## src/rtl/blkcpy_pkg.sv

```systemverilog
package blkcpy_pkg;

    typedef enum logic [1:0] {
        ST_IDLE   = 2'd0,
        ST_FETCH  = 2'd1,
        ST_STORE  = 2'd2,
        ST_WRAPUP = 2'd3
    } cpy_state_e;

endpackage

```

## src/rtl/blkcpy_fsm.sv

```systemverilog
module blkcpy_fsm
    import blkcpy_pkg::*;
(
    input  logic       clk,
    input  logic       rst_n,
    input  logic       start,
    input  logic       load_zero,
    input  logic       last_byte,
    output cpy_state_e state,
    output logic       load,
    output logic       step,
    output logic       rd_en,
    output logic       wr_en,
    output logic       busy,
    output logic       done
);

    cpy_state_e state_q;
    cpy_state_e state_d;

    // next-state selection
    always_comb begin
        state_d = state_q;
        unique case (state_q)
            ST_IDLE: begin
                if (start) begin
                    state_d = load_zero ? ST_WRAPUP : ST_FETCH;
                end
            end
            ST_FETCH:  state_d = ST_STORE;
            ST_STORE:  state_d = last_byte ? ST_WRAPUP : ST_FETCH;
            ST_WRAPUP: state_d = ST_IDLE;
            default:   state_d = ST_IDLE;
        endcase
    end

    // state register
    always_ff @(posedge clk) begin
        if (!rst_n) begin
            state_q <= ST_IDLE;
        end else begin
            state_q <= state_d;
        end
    end

    // outputs decoded from the current state
    always_comb begin
        load  = 1'b0;
        step  = 1'b0;
        rd_en = 1'b0;
        wr_en = 1'b0;
        busy  = 1'b1;
        done  = 1'b0;
        unique case (state_q)
            ST_IDLE: begin
                busy = 1'b0;
                load = start;
            end
            ST_FETCH: begin
                rd_en = 1'b1;
            end
            ST_STORE: begin
                wr_en = 1'b1;
                step  = 1'b1;
            end
            ST_WRAPUP: begin
                done = 1'b1;
            end
            default: begin
                busy = 1'b0;
            end
        endcase
    end

    assign state = state_q;

endmodule

```

## src/rtl/blkcpy_ptr.sv

```systemverilog
module blkcpy_ptr #(
    parameter int ADDR_W = 16
) (
    input  logic              clk,
    input  logic              rst_n,
    input  logic              load,
    input  logic              step,
    input  logic [ADDR_W-1:0] init,
    output logic [ADDR_W-1:0] value
);

    localparam logic [ADDR_W-1:0] ONE = ADDR_W'(1);

    logic [ADDR_W-1:0] ptr_q;

    // increment is modulo 2**ADDR_W, which gives the wrap
    always_ff @(posedge clk) begin
        if (!rst_n) begin
            ptr_q <= '0;
        end else if (load) begin
            ptr_q <= init;
        end else if (step) begin
            ptr_q <= ptr_q + ONE;
        end
    end

    assign value = ptr_q;

endmodule

```

## src/rtl/blkcpy_count.sv

```systemverilog
module blkcpy_count #(
    parameter int CNT_W = 8
) (
    input  logic             clk,
    input  logic             rst_n,
    input  logic             load,
    input  logic             step,
    input  logic [CNT_W-1:0] init,
    output logic [CNT_W-1:0] value,
    output logic             init_zero,
    output logic             last
);

    localparam logic [CNT_W-1:0] ONE = CNT_W'(1);

    logic [CNT_W-1:0] cnt_q;

    always_ff @(posedge clk) begin
        if (!rst_n) begin
            cnt_q <= '0;
        end else if (load) begin
            cnt_q <= init;
        end else if (step) begin
            cnt_q <= cnt_q - ONE;
        end
    end

    assign value     = cnt_q;
    assign init_zero = (init == '0);
    assign last      = (cnt_q == ONE);

endmodule

```

## src/rtl/blk_copy_engine.sv

```systemverilog
module blk_copy_engine
    import blkcpy_pkg::*;
#(
    parameter int ADDR_W = 16,
    parameter int CNT_W  = 8,
    parameter int DATA_W = 8
) (
    input  logic              clk,
    input  logic              rst_n,
    input  logic              start,
    input  logic [CNT_W-1:0]  cnt_in,
    input  logic [ADDR_W-1:0] src_in,
    input  logic [ADDR_W-1:0] dst_in,
    output logic              busy,
    output logic              done,
    output logic              wb_en,
    output logic [CNT_W-1:0]  cnt_out,
    output logic [ADDR_W-1:0] src_out,
    output logic [ADDR_W-1:0] dst_out,
    output logic [ADDR_W-1:0] mem_addr,
    output logic              mem_rd_en,
    output logic              mem_wr_en,
    output logic [DATA_W-1:0] mem_wdata,
    input  logic [DATA_W-1:0] mem_rdata
);

    localparam int NPTR = 2;  // index 0 source, index 1 destination

    cpy_state_e        state;
    logic              load;
    logic              step;
    logic              load_zero;
    logic              last_byte;
    logic [CNT_W-1:0]  cnt_val;
    logic [ADDR_W-1:0] ptr_init [NPTR];
    logic [ADDR_W-1:0] ptr_val  [NPTR];

    blkcpy_fsm u_fsm (
        .clk       (clk),
        .rst_n     (rst_n),
        .start     (start),
        .load_zero (load_zero),
        .last_byte (last_byte),
        .state     (state),
        .load      (load),
        .step      (step),
        .rd_en     (mem_rd_en),
        .wr_en     (mem_wr_en),
        .busy      (busy),
        .done      (done)
    );

    blkcpy_count #(.CNT_W(CNT_W)) u_count (
        .clk       (clk),
        .rst_n     (rst_n),
        .load      (load),
        .step      (step),
        .init      (cnt_in),
        .value     (cnt_val),
        .init_zero (load_zero),
        .last      (last_byte)
    );

    assign ptr_init[0] = src_in;
    assign ptr_init[1] = dst_in;

    for (genvar gi = 0; gi < NPTR; gi++) begin : g_ptr
        blkcpy_ptr #(.ADDR_W(ADDR_W)) u_ptr (
            .clk   (clk),
            .rst_n (rst_n),
            .load  (load),
            .step  (step),
            .init  (ptr_init[gi]),
            .value (ptr_val[gi])
        );
    end

    // a write cycle addresses the destination, every other cycle the source
    assign mem_addr  = (state == ST_STORE) ? ptr_val[1] : ptr_val[0];
    assign mem_wdata = mem_rdata;

    assign wb_en   = done;
    assign cnt_out = cnt_val;
    assign src_out = ptr_val[0];
    assign dst_out = ptr_val[1];

endmodule

```

## config.mk

```make
export PLATFORM = sky130hd
export DESIGN_NAME = blk_copy_engine
export DESIGN_NICKNAME = d
export VERILOG_FILES = /design/src/rtl/blkcpy_pkg.sv /design/src/rtl/blkcpy_fsm.sv /design/src/rtl/blkcpy_ptr.sv /design/src/rtl/blkcpy_count.sv /design/src/rtl/blk_copy_engine.sv
export SDC_FILE = /design/constraint.sdc
export NUM_CORES = 1
export LEC_CHECK = 0
export BUFFER_PORTS_ARGS = -buffer_cell sky130_fd_sc_hd__buf_2
export CORE_ASPECT_RATIO = 0.75
export CORE_UTILIZATION = 50
export CTS_CLUSTER_SIZE = 14
export DETAILED_ROUTE_END_ITERATION = 7
export GPL_TIMING_DRIVEN = 0
export PLACE_DENSITY = 0.84
export SLEW_MARGIN = 40
export SYNTH_ARGS = -nofsm -noshare
export SYNTH_HDL_FRONTEND = slang
export SYNTH_SLANG_ARGS = --single-unit
```

## constraint.sdc

```tcl
create_clock -name clk -period 4 [get_ports clk]
set_clock_uncertainty 0.05 [all_clocks]
set_input_delay 0.4 -clock clk [delete_from_list [all_inputs] [get_ports clk]]
set_output_delay 0.4 -clock clk [all_outputs]
set_load 0.005 [all_outputs]
```

# After elaboration in Yosys (flattened, before gate mapping)

Index checks and enable logic that the tools add are counted.

Add/subtract/negate cells: 3
$mul: 0
Divide/modulo/power cells: 0
Order comparisons: 0
Equal/unequal tests: 5
Shifts and indexed selects: 0
Multiplexer cells: 16
Bitwise gates (word level): 0
Reductions and logical operators: 3

Operators with widths:

| operator              | number |
|---|---|
| $mux 16               | 5 |
| $add 16x1->16 const B | 2 |
| $mux 8                | 2 |
| $eq 8x1->1 const B    | 1 |
| $logic_not 8->1       | 1 |
| $pmux 2 s4            | 1 |
| $sub 8x1->8 const B   | 1 |
| $mux 2                | 3 |
| $mux 1                | 5 |
| $eq 2x2->1 const B    | 2 |
| $eq 2x1->1 const B    | 1 |
| $logic_not 2->1       | 1 |
| $ne 2x2->1 const B    | 1 |
| $reduce_bool 2->1     | 1 |

Register bits: 42
Bits in latches: 0
RAM bits: 0
Memory bits (read-only): 0
Input bits: 51
Output and inout bits: 69
Word-level logic and storage cells: 31
Memories: 0

# Logic depth before layout (Yosys ltp)

Gate-level depths: netlist of run 1.

Depth in word-level cells: 4
Depth in mapped cells: 6

# Hierarchy

Synthesis of run 1 repeated with hierarchy kept, for this count alone.

Cell total of the unflattened synthesis: 301
Area total of the unflattened synthesis: 2786.4 um2

By module, submodules not included:

| module          | instances | cells an instance | area each (um2) | sequential area each (um2) |
|---|---|---|---|---|
| blkcpy_ptr      | 2         | 99                | 919.6           | 320.3 |
| blkcpy_count    | 1         | 61                | 499.2           | 160.2 |
| blk_copy_engine | 1         | 28                | 330.3           | 0.0 |
| blkcpy_fsm      | 1         | 14                | 117.6           | 40.0 |

# Least setup slack after synthesis of run 1

Ideal clock, no wire load.

Path type: register to output
Start: register u_fsm.state_q[0], in the netlist u_fsm.state[0]
End: output mem_addr[0]
Data arrival time: 1.334 ns
Required time: 3.550 ns
Setup slack: 2.216 ns
Cell stages (with the launch flop): 7
Path buffers: 2
Cell sequence: dfxtp_1 > nand2b_1 > inv_1 > clkbuf_1 > clkbuf_1 > nand2_1 > nand2_1

Cells in the longest elaborated chain, start to end: 2

Ends and longest elaborated chain:

| element                | line                  | RTL |
|---|---|---|
| from (decl)            | blkcpy_fsm.sv:18      | `cpy_state_e state_q;` |
| from (signal assigned) | blkcpy_fsm.sv:42      | `state_q <= state_d;` |
| $eq 2x2->1             | blk_copy_engine.sv:79 | `assign mem_addr = (state == ST_STORE) ? ptr_val[1] : ptr_val[0];` |
| $mux 16                | blk_copy_engine.sv:79 |  |
| to (decl)              | blk_copy_engine.sv:20 | `output logic [ADDR_W-1:0] mem_addr,` |

No other way between the ends.

# Final worst setup path of run 1

Start: register u_fsm.state_q[1], in the netlist u_fsm.state[1]
End: output mem_addr[7]

The elaborated chain is that of the path after synthesis.

==> metrics.md, run 1 <==
| Metric | Value |
|---|---|
| Final worst-path setup slack | 1.18 ns |
| Slew Viols, Final | 0 |
| Design Power | 0.00105 W |
| DRC Markers | 0 |
| Hold path depth | 3 |
| Crit Path Class | reg2out |
| Gr busiest metal | met2 |
| Final core occ | 67.4% |
| Initial core utilization | 52.9% |
| Synth Warn # | 0 |
| Clock network power share | 26.2% |
| Area grow syn2layout | 27.2% |
| Clk_lat worst skew | 0.31 ns |
| Seq cells post-synth | 42 |
| Post-Synth Simple-Gate Area | between 20% and 30% |
| DP Area | 0.00330 mm2 |
| Status | finished, final reports clean |
| Wirelength per Cell | 17.1 um |
| Startpoint Class | flip-flop |
| First-pass GRT wire length | 14100 um |
| Synth top area cells | dfxtp_1, nand2_1, a21oi_1 |
| I/O Pins | 120 |
| Nets | 523 |
| CP endpoint kind | output pin |
| Highest attainable clock frequency | 0.355 GHz |
| Mapped Area | between 0.002 and 0.003 mm2 |
| Setup violators final | 0 |
| DRT antenna net count | 0 |
| Reg2reg setup slack | 2.03 ns |
| Prevailing post-synth register cell | dfxtp_1 |
| Commonest non-fill, non-tap cells in the layout | buf_2, nand2_1, dfxtp_1, a21oi_1, nor2_1 |
| DP HPWL | between 6000 and 7000 um |
| Worst Hold Class | in2reg |
| Most common library cell in the layout ignoring fill and taps | buf_2 |
| TritonCTS Buffers | 5 |
| # fillers | 466 |
| Switching Share | 33.9% |
| Met1 GRT Util | 46.8% |
| Total nets after synthesis | 405 |
| Total gr overflow | 0 |
| Fin crit share | 70.4% |
| Share of cells above drive strength 1 | 31.6% |
| Largest net degree at the start of global routing | 12 |
| Leak Pwr | 1.51 nW |
| Die area | 0.00560 mm2 |
| Post-synth EDFFs | 0 |
| Post-synthesis mux area share | 2.03% |
| Synth Area in XOR/XNOR | 2.31% |
| Vias in the first global route | 2820 |
| Post_cts resized | 0 |
| Reg clk slew, reported paths | 0.08 ns |
| Register area | around 840 um2 |
| CTS tree | built |
| Antenna cells | 0 |
| Final hold vios | 0 |
| PwrDens | 312 mW/mm2 |
| Top-area cell type share of the netlist area | around a third |
| Synth async-reset ratio | 0% |
| Post-Syn Instances | 350 |
| Post-synthesis compound-gate area fraction | around a quarter |
| Die Ht | 65.1 um |
| VDD IR max | 196 uV |
| Yosys top cell by area | dfxtp_1 |
| Adder-Cell Fraction of Synth Area | under 10% |
| Total GRT Usage | 33.2% |
| Pre-CTS WS | approximately 1.7 ns |
| Final min period | 2.82 ns |
| Slew HR | 56.7% |
| Vias/cell | 6.22 |
| CTS Buffer Depth | 2 |
| Final setup TNS | 0 ns |
| Sequential-to-total area share from yosys stat | 31.7% |
| PortBufs | 111 |
| Post-Route WL | 9260 um |
| H-tree depth | 2 |
| Initial antenna violation count | 0 |
| MaxCap Viol Count | 0 |
| CP Max Fanout | 10 |
| Crit path required time | 3.55 ns |
| Finished Cell Area | 0.00337 mm2 |
| Flop pwr share | around half |
| Setup Fix Bufs, Post-CTS | 0 |
| P_int | 0.000695 W |
| Core box area | 0.00501 mm2 |
| Global Route met2 Usage | 49.4% |
| Crit path DAT | 2.37 ns |
| CTS sink cnt | 42 |
| Num rows | 22 |
| Worst r2r path cells | 5 |
| Drt first pass iters | 5 |
| Die W | roughly 86 um |
| Library cells used by synthesis | 56 |
| # hold bufs at CTS | 0 |
| Switching pwr | 0.000356 W |
| DRT iter0 DRCs | 315 |
| Met3 Usage GRT | 7.90% |
| Via count | between 3000 and 4000 |
| RSZ-0062 raised after global routing | no |
| Root buf cell | clkbuf_8 |
| Area of the multi-input gates | approximately 0.0016 mm2 |
| Main combinational cell family by area after synthesis | simple AND/OR/NAND/NOR gates |
| Slew @ Worst Pin | 0.650 ns |
| Comb power frac | between 20% and 30% |
| Syn Area/Cell | 7.58 um2 |
| Routability cong. | roughly 1 |
[power by group through the flow]
stage          sequential (W)  combinational [W]  clock (W)
2_1_floorplan        0.000507           0.000146          0
5_1_grt              0.000513           0.000293   0.000298
4_1_cts              0.000506           0.000264   0.000270
3_3_place_gp         0.000513           0.000257          0
3_5_place_dp         0.000515           0.000263          0
6_report             0.000508           0.000268   0.000275
[cells in the mapped netlist, types with 4 or more instances]
cell type / count
a21oi_1: 25
a31oi_1: 14
buf_2: 5
buf_4: 11
clkbuf_1: 15
dfxtp_1: 42
ha_1: 4
inv_1: 12
nand2_1: 54
nand3_1: 14
nand4_1: 9
nor2_1: 23
nor3_1: 6
nor4_1: 5
o21ai_0: 22
o221a_2: 5
o22ai_1: 7
or3_1: 7
xor2_1: 4
[sequential cells by signal, summed over array words and instances (netlist names)]
signal and cells:
g_ptr.u_ptr.value 32, u_fsm.state 2, u_count.value 8
[area by class of cell]
cell class	count	share of cell area, %
clock buffers	7	2.26
well taps	72	2.67
plain buffers	32	4.97
repair buffers	111	16.5
multi-input cells	264	47.4
flip-flops and latches	42	24.9
inverters	12	1.33
[critical path: stages (launching register included)]
cell      delay [ns]
dfxtp_1         0.52
nand2b_1        0.12
inv_1           0.10
clkbuf_1        0.49
clkbuf_1        0.48
nand2_1         0.14
nand2_1         0.09
buf_2           0.11
[metrics by stage]
step                      hold slack [ns]  std cells
after floorplan                     0.455        350
after global placement              0.457        533
after detailed placement            0.468        533
after CTS                           0.276        540
after global routing                0.267        540
final                               0.271        540
[metal layers]
metal  routed length, um  vias to the layer above
li1                    -                     1522
met1                3940                     1575
met2                4100                      242
met3                1060                       19
met4                 150                        0
met5                   0                        -
[worst paths after layout]
check / endpoint / startpoint
max: mem_addr[7] / u_fsm.state[1]
min: g_ptr[0].u_ptr.value[9] / src_in[9]
max reg2reg: g_ptr[0].u_ptr.value[12] / g_ptr[0].u_ptr.value[0]
min reg2reg: g_ptr[1].u_ptr.value[15] / g_ptr[1].u_ptr.value[15]
[cell families (layout without fill, tap and decap cells)]
logic type	count (synthesis)	after routing
compound gates	103	103
xor+xnor	7	7
fa+ha+maj	4	4
buf+inv	44	162
flops	42	42
mux	5	5
simple gates	145	145
Note: power is estimated with default switching activity, not from simulation.
==> inputs of run 2 (changes only) <==
--- a/config.mk
+++ b/config.mk
@@ -7,11 +7,11 @@
 export LEC_CHECK = 0
 export BUFFER_PORTS_ARGS = -buffer_cell sky130_fd_sc_hd__buf_2
 export CORE_ASPECT_RATIO = 0.75
-export CORE_UTILIZATION = 50
+export CORE_UTILIZATION = 47
 export CTS_CLUSTER_SIZE = 14
 export DETAILED_ROUTE_END_ITERATION = 7
 export GPL_TIMING_DRIVEN = 0
-export PLACE_DENSITY = 0.84
+export PLACE_DENSITY = 0.8
 export SLEW_MARGIN = 40
 export SYNTH_ARGS = -nofsm -noshare
 export SYNTH_HDL_FRONTEND = slang
==> constraint.sdc (replaced) <==
create_clock -name clk -period 2.8 [get_ports clk]
set_clock_uncertainty 0.05 [all_clocks]
set_input_delay 0.28 -clock clk [delete_from_list [all_inputs] [get_ports clk]]
set_output_delay 0.28 -clock clk [all_outputs]
set_load 0.005 [all_outputs]
==> run 2 against run 1 <==
Against the previous run: clock power rose by 120%; non-clock buffer count did not move; first-iteration DRC count rose by 4.4%; clock-buffer cell count fell by 1; total power rose by 64%; combinational power rose by 43%; critical path type unchanged; critical endpoint unchanged; largest cell class unchanged; highest routed layer unchanged.
==> metrics.md, run 2 (synthesized netlist as in run 1, its figures left out) <==
| Metric | Value |
|---|---|
| Status | finished, final reports clean |
| Global Route met2 Usage | 47.7% (-1.7 points) |
| Nets | 523 (unchanged) |
| Core box area | 0.00538 mm2 (+7.4%) |
| Most common library cell in the layout ignoring fill and taps | buf_2 |
| DRT iter0 DRCs | 329 (+4.4%) |
| # hold bufs at CTS | 0 (unchanged) |
| First-pass GRT wire length | 14300 um (+1.3%) |
| Post-Route WL | 9400 um (+1.6%) |
| Clk_lat worst skew | 0.31 ns (about the same) |
| CP Max Fanout | 10 (unchanged) |
| Largest net degree at the start of global routing | 14 (+2) |
| Slew @ Worst Pin | 0.699 ns (+0.0497 ns) |
| Max FFs per register | 32 (unchanged) |
| Final core occ | 64.0% (-3.3 points) |
| DRC Markers | 0 (unchanged) |
| Vias/cell | 5.96 (-4.2%) |
| Initial core utilization | 49.3% (-3.7 points) |
| Reg clk slew, reported paths | 0.09 ns (about the same) |
| CTS sink cnt | 42 (unchanged) |
| Cell family with most CP delay | buffers and inverters |
| Routability cong. | 0.935 (-5.6%) |
| Total gr overflow | 0 (unchanged) |
| Final setup TNS | 0 ns (unchanged) |
| Cell Chain, Critical Path | nand2b_1 -> inv_1 -> clkbuf_1 -> clkbuf_1 -> nand2_1 -> nand2_1 -> buf_2 |
| Drt first pass iters | 5 (unchanged) |
| Met1 GRT Util | 46.8% (about the same) |
| DRT antenna net count | 0 (unchanged) |
| TritonCTS Buffers | 5 (unchanged) |
| Highest attainable clock frequency | 0.386 GHz |
| I/O Pins | 120 (unchanged) |
| Slew Viols, Final | 0 (unchanged) |
| Post_cts resized | 0 (unchanged) |
| Leak Pwr | 1.55 nW (+2.2%) |
| Critical path's largest stage delay | 0.49 ns (-0.03 ns) |
| Worst Hold Class | in2reg |
| Slew HR | 53.4% (-3.3 points) |
| PortBufs | 111 (unchanged) |
| Crit Path Class | reg2out |
| Antenna cells | 0 (unchanged) |
| Met3 Usage GRT | 6.44% (-1.5 points) |
| Crit path DAT | 2.26 ns (-0.11 ns) |
| RSZ-0062 raised after global routing | no |
| Die W | 88.7 um (+3.1%) |
| Share of cells above drive strength 1 | 32.2% (+0.57 points) |
| CTS tree | built |
| Final hold vios | 0 (unchanged) |
| Vias in the first global route | 2775 (-1.6%) |
| Initial antenna violation count | 0 (unchanged) |
| Area grow syn2layout | 29.9% |
| Wirelength per Cell | 17.3 um (+0.81%) |
| Gr busiest metal | met2 |
| Startpoint Class | flip-flop |
| Fin crit share | 92.6% |
| Die area | 0.00595 mm2 (+6.2%) |
| Total GRT Usage | 32.4% (-0.83 points) |
| # fillers | 515 (+11%) |
| DP HPWL | 6880 um (+1.8%) |
| MaxCap Viol Count | 0 (unchanged) |
| H-tree depth | 2 (unchanged) |
| Die Ht | 67.1 um (+3.1%) |
| Setup Fix Bufs, Post-CTS | 0 (unchanged) |
| PwrDens | 500 mW/mm2 (+60%) |
| Num rows | 23 (+4.5%) |
| VDD IR max | 274 uV (+40%) |
| Bufs and invs on worst path | 4 (unchanged) |
| CP endpoint kind | output pin |
| Final min period | 2.59 ns |
| Crit path required time | 2.47 ns (-1.08 ns) |
| Commonest non-fill, non-tap cells in the layout | buf_2, nand2_1, dfxtp_1, a21oi_1, nor2_1 |
| CTS Buffer Depth | 2 (unchanged) |
| Root buf cell | clkbuf_8 |
| Slowest cell on crit path | dfxtp_1 |
| Reg2reg setup slack | 0.80 ns (-1.23 ns) |
| Setup violators final | 0 (unchanged) |
| Via count | 3241 (-3.5%) |
| Worst hold margin | 0.160 ns (-0.111 ns) |
==> run 2: area by class of cell <==
type                            instances  area, um2  area share [%]
Multi-Input combinational cell        264       1600            46.4
Sequential cell                        42        841            24.4
Inverter                               12       45.0            1.31
Timing Repair Buffer                  111        556            16.1
Tap cell                               75       93.8            2.72
Clock buffer                            6       82.6            2.40
Clock inverter                          2       60.1            1.74
Buffer                                 32        168            4.87
==> run 2: worst paths after layout <==
| kind | from | depth (start not counted) | end |
|---|---|---|---|
| max reg2reg | g_ptr[0].u_ptr.value[0] | 5 | g_ptr[0].u_ptr.value[12] |
| max | u_fsm.state[1] | 7 | mem_addr[7] |
| min | src_in[9] | 3 | g_ptr[0].u_ptr.value[9] |
| min reg2reg | u_count.value[3] | 2 | u_count.value[3] |
==> run 2: layer usage <==
metal / vias up / part of all wire [%]
li1: 1529 / -
met4: 0 / 1.8
met2: 219 / 43
met5: - / 0
met1: 1473 / 44
met3: 20 / 11
==> run 2: through the flow <==
step,setup slack [ns],std cells,area [um2],total power (W)
2_1_floorplan,1.07,350,2650,0.000932
3_3_place_gp,0.612,536,3300,0.00110
3_5_place_dp,0.565,536,3300,0.00111
4_1_cts,0.229,544,3440,0.00171
5_1_grt,0.0104,544,3440,0.00180
6_report,0.209,544,3440,0.00172
==> run 2: worst register-to-register path, stage by stage, from the launching register on <==
cell	delay (ns)
dfxtp_1	0.46
ha_1	0.26
nand3_2	0.18
or2_1	0.33
or4_1	0.48
a31oi_1	0.17
==> run 2: report_power, final <==
part           switching (W)  total, W  internal [W]
clock network       0.000231  0.000611      0.000381
logic               0.000211  0.000384      0.000174
registers          0.0000786  0.000727      0.000648
total               0.000520   0.00172       0.00120
==> inputs of run 3 (changes only) <==
--- a/config.mk
+++ b/config.mk
@@ -6,12 +6,14 @@
 export NUM_CORES = 1
 export LEC_CHECK = 0
 export BUFFER_PORTS_ARGS = -buffer_cell sky130_fd_sc_hd__buf_2
+export CELL_PAD_IN_SITES_DETAIL_PLACEMENT = 0
+export CELL_PAD_IN_SITES_GLOBAL_PLACEMENT = 2
 export CORE_ASPECT_RATIO = 0.75
-export CORE_UTILIZATION = 47
+export CORE_UTILIZATION = 25
 export CTS_CLUSTER_SIZE = 14
 export DETAILED_ROUTE_END_ITERATION = 7
 export GPL_TIMING_DRIVEN = 0
-export PLACE_DENSITY = 0.8
+export PLACE_DENSITY_LB_ADDON = 0.1
 export SLEW_MARGIN = 40
 export SYNTH_ARGS = -nofsm -noshare
 export SYNTH_HDL_FRONTEND = slang
==> run 3 against run 2 <==
Against the previous run: sequential power is 0.7% higher; via count is 2.9% lower; utilization is 30 points lower; total power is 5.3% higher.
==> metrics.md, run 3 (synthesized netlist as in run 1, its figures left out) <==
| Metric | Value |
|---|---|
| Total GRT Usage | 20.9% (-11 points) |
| First-pass GRT wire length | 17300 um (+21%) |
| RSZ-0062 raised after global routing | no |
| Area grow syn2layout | 33.5% |
| PortBufs | 111 (unchanged) |
| Num rows | 32 (+39%) |
| Finished Layout Cells | 605 (+11%) |
| Setup violators final | 0 (unchanged) |
| DRC Markers | 0 (unchanged) |
| CTS tree | built |
| Worst hold margin | 0.171 ns (+0.0114 ns) |
| # hold bufs at CTS | 0 (unchanged) |
| Final setup TNS | 0 ns (unchanged) |
| DRT antenna net count | 0 (unchanged) |
| Crit path DAT | 2.25 ns (about the same) |
| Fin crit share | 92.2% (-0.34 points) |
| Share of cells above drive strength 1 | 32.0% (-0.21 points) |
| Reg2reg setup slack | 0.74 ns (-0.06 ns) |
| Crit path required time | 2.47 ns (about the same) |
| Final min period | 2.58 ns (-0.00966 ns) |
| MaxCap Viol Count | 0 (unchanged) |
| Clk_lat worst skew | 0.29 ns (-0.02 ns) |
| I/O Pins | 120 (unchanged) |
| # fillers | 1136 (+120%) |
| Drt first pass iters | 4 (-1) |
| Initial antenna violation count | 0 (unchanged) |
| Max FFs per register | 32 (unchanged) |
| PwrDens | 512 mW/mm2 (+2.4%) |
| Die Ht | 91.2 um (+36%) |
| Setup Fix Bufs, Post-CTS | 0 (unchanged) |
| Initial core utilization | 25.8% (-24 points) |
| Final hold vios | 0 (unchanged) |
| Reg clk slew, reported paths | 0.07 ns (-0.02 ns) |
| Via count | 3146 (-2.9%) |
| Nets | 523 (unchanged) |
| Slew @ Worst Pin | 0.757 ns (+0.0577 ns) |
| Vias in the first global route | 2866 (+3.3%) |
| Cell count after placement | 597 (+11%) |
| Root buf cell | clkbuf_16 |
| DP HPWL | 8540 um (+24%) |
| H-tree depth | 2 (unchanged) |
| Status | finished, final reports clean |
| Core box area | 0.0103 mm2 (+91%) |
| Post-Route WL | 11400 um (+21%) |
| VDD IR max | 186 uV (-32%) |
| Worst Hold Class | in2reg |
| CP endpoint kind | output pin |
| Commonest non-fill, non-tap cells in the layout | buf_2, nand2_1, dfxtp_1, a21oi_1, nor2_1 |
| Total gr overflow | 0 (unchanged) |
| Vias/cell | 5.20 (-13%) |
| TritonCTS Buffers | 5 (unchanged) |
| Largest net degree at the start of global routing | 13 (-1) |
| Wirelength per Cell | 18.8 um (+8.8%) |
| DRT iter0 DRCs | 230 (-30%) |
| Antenna cells | 0 (unchanged) |
| Highest attainable clock frequency | 0.387 GHz (+0.37%) |
| Slew HR | 49.5% (-3.8 points) |
| Slew Viols, Final | 0 (unchanged) |
| Startpoint Class | flip-flop |
| CTS Buffer Depth | 2 (unchanged) |
| Most common library cell in the layout ignoring fill and taps | buf_2 |
| Crit Path Class | reg2out |
| Die area | 0.0110 mm2 (+85%) |
| CTS sink cnt | 42 (unchanged) |
| Routability cong. | 0.819 (-12%) |
| Leak Pwr | 1.56 nW (+0.65%) |
| Die W | 121 um (+36%) |
| CP Max Fanout | 10 (unchanged) |
run 3: worst paths after layout:
kind,cells past startpoint,from,to
max,6,u_fsm.state[0],mem_addr[7]
min,3,src_in[9],g_ptr[0].u_ptr.value[9]
max reg2reg,5,g_ptr[0].u_ptr.value[0],g_ptr[0].u_ptr.value[12]
min reg2reg,2,g_ptr[1].u_ptr.value[15],g_ptr[1].u_ptr.value[15]
run 3: repair_timing:
item / in CTS / in global routing
endpoints found under the hold margin: 0 / 0
setup endpoints to repair: 0 / 10
gates resized for setup: 0 / 2
run 3: critical path, stage by stage (launching register included):
cell and delay (ns):
dfxtp_1 0.52, nand2b_1 0.17, clkbuf_1 0.44, clkbuf_1 0.48, nand2_1 0.13, nand2_1 0.10, buf_2 0.11
run 3: report_power, final:
part / switching (W) / internal [W]
combinational: 0.000219 / 0.000174
sequential: 0.0000840 / 0.000648
clock: 0.000265 / 0.000423
run 3: cell type report:
class / instances / area [um2] / area share, %
inverters: 12 / 45.0 / 1.27
multi-input cells: 264 / 1600 / 45.1
flip-flops and latches: 42 / 841 / 23.7
clock inverters: 1 / 30.0 / 0.848
clock buffers: 7 / 133 / 3.74
repair buffers: 111 / 556 / 15.7
plain buffers: 32 / 169 / 4.77
well taps: 136 / 170 / 4.80
run 3: routing by layer:
layer  global-route usage [%]  part of all wire [%]  vias up
li1                         -                     -     1529
met1                     32.4                    54     1499
met2                     29.8                    41      111
met3                     3.33                   5.1        7
met4                     3.70                  0.70        0
met5                        0                     0        -
run 3: through the flow:
stage	setup slack (ns)	total power (W)	utilization [%]	instance area [um2]
after global routing	0.0353	0.00189	34.4	3540
after detailed placement	0.400	0.00114	32.8	3380
after global placement	0.353	0.00114	32.8	3380
final	0.218	0.00181	34.4	3540
after floorplan	1.07	0.000932	-	2650
after CTS	0.0658	0.00183	34.4	3540
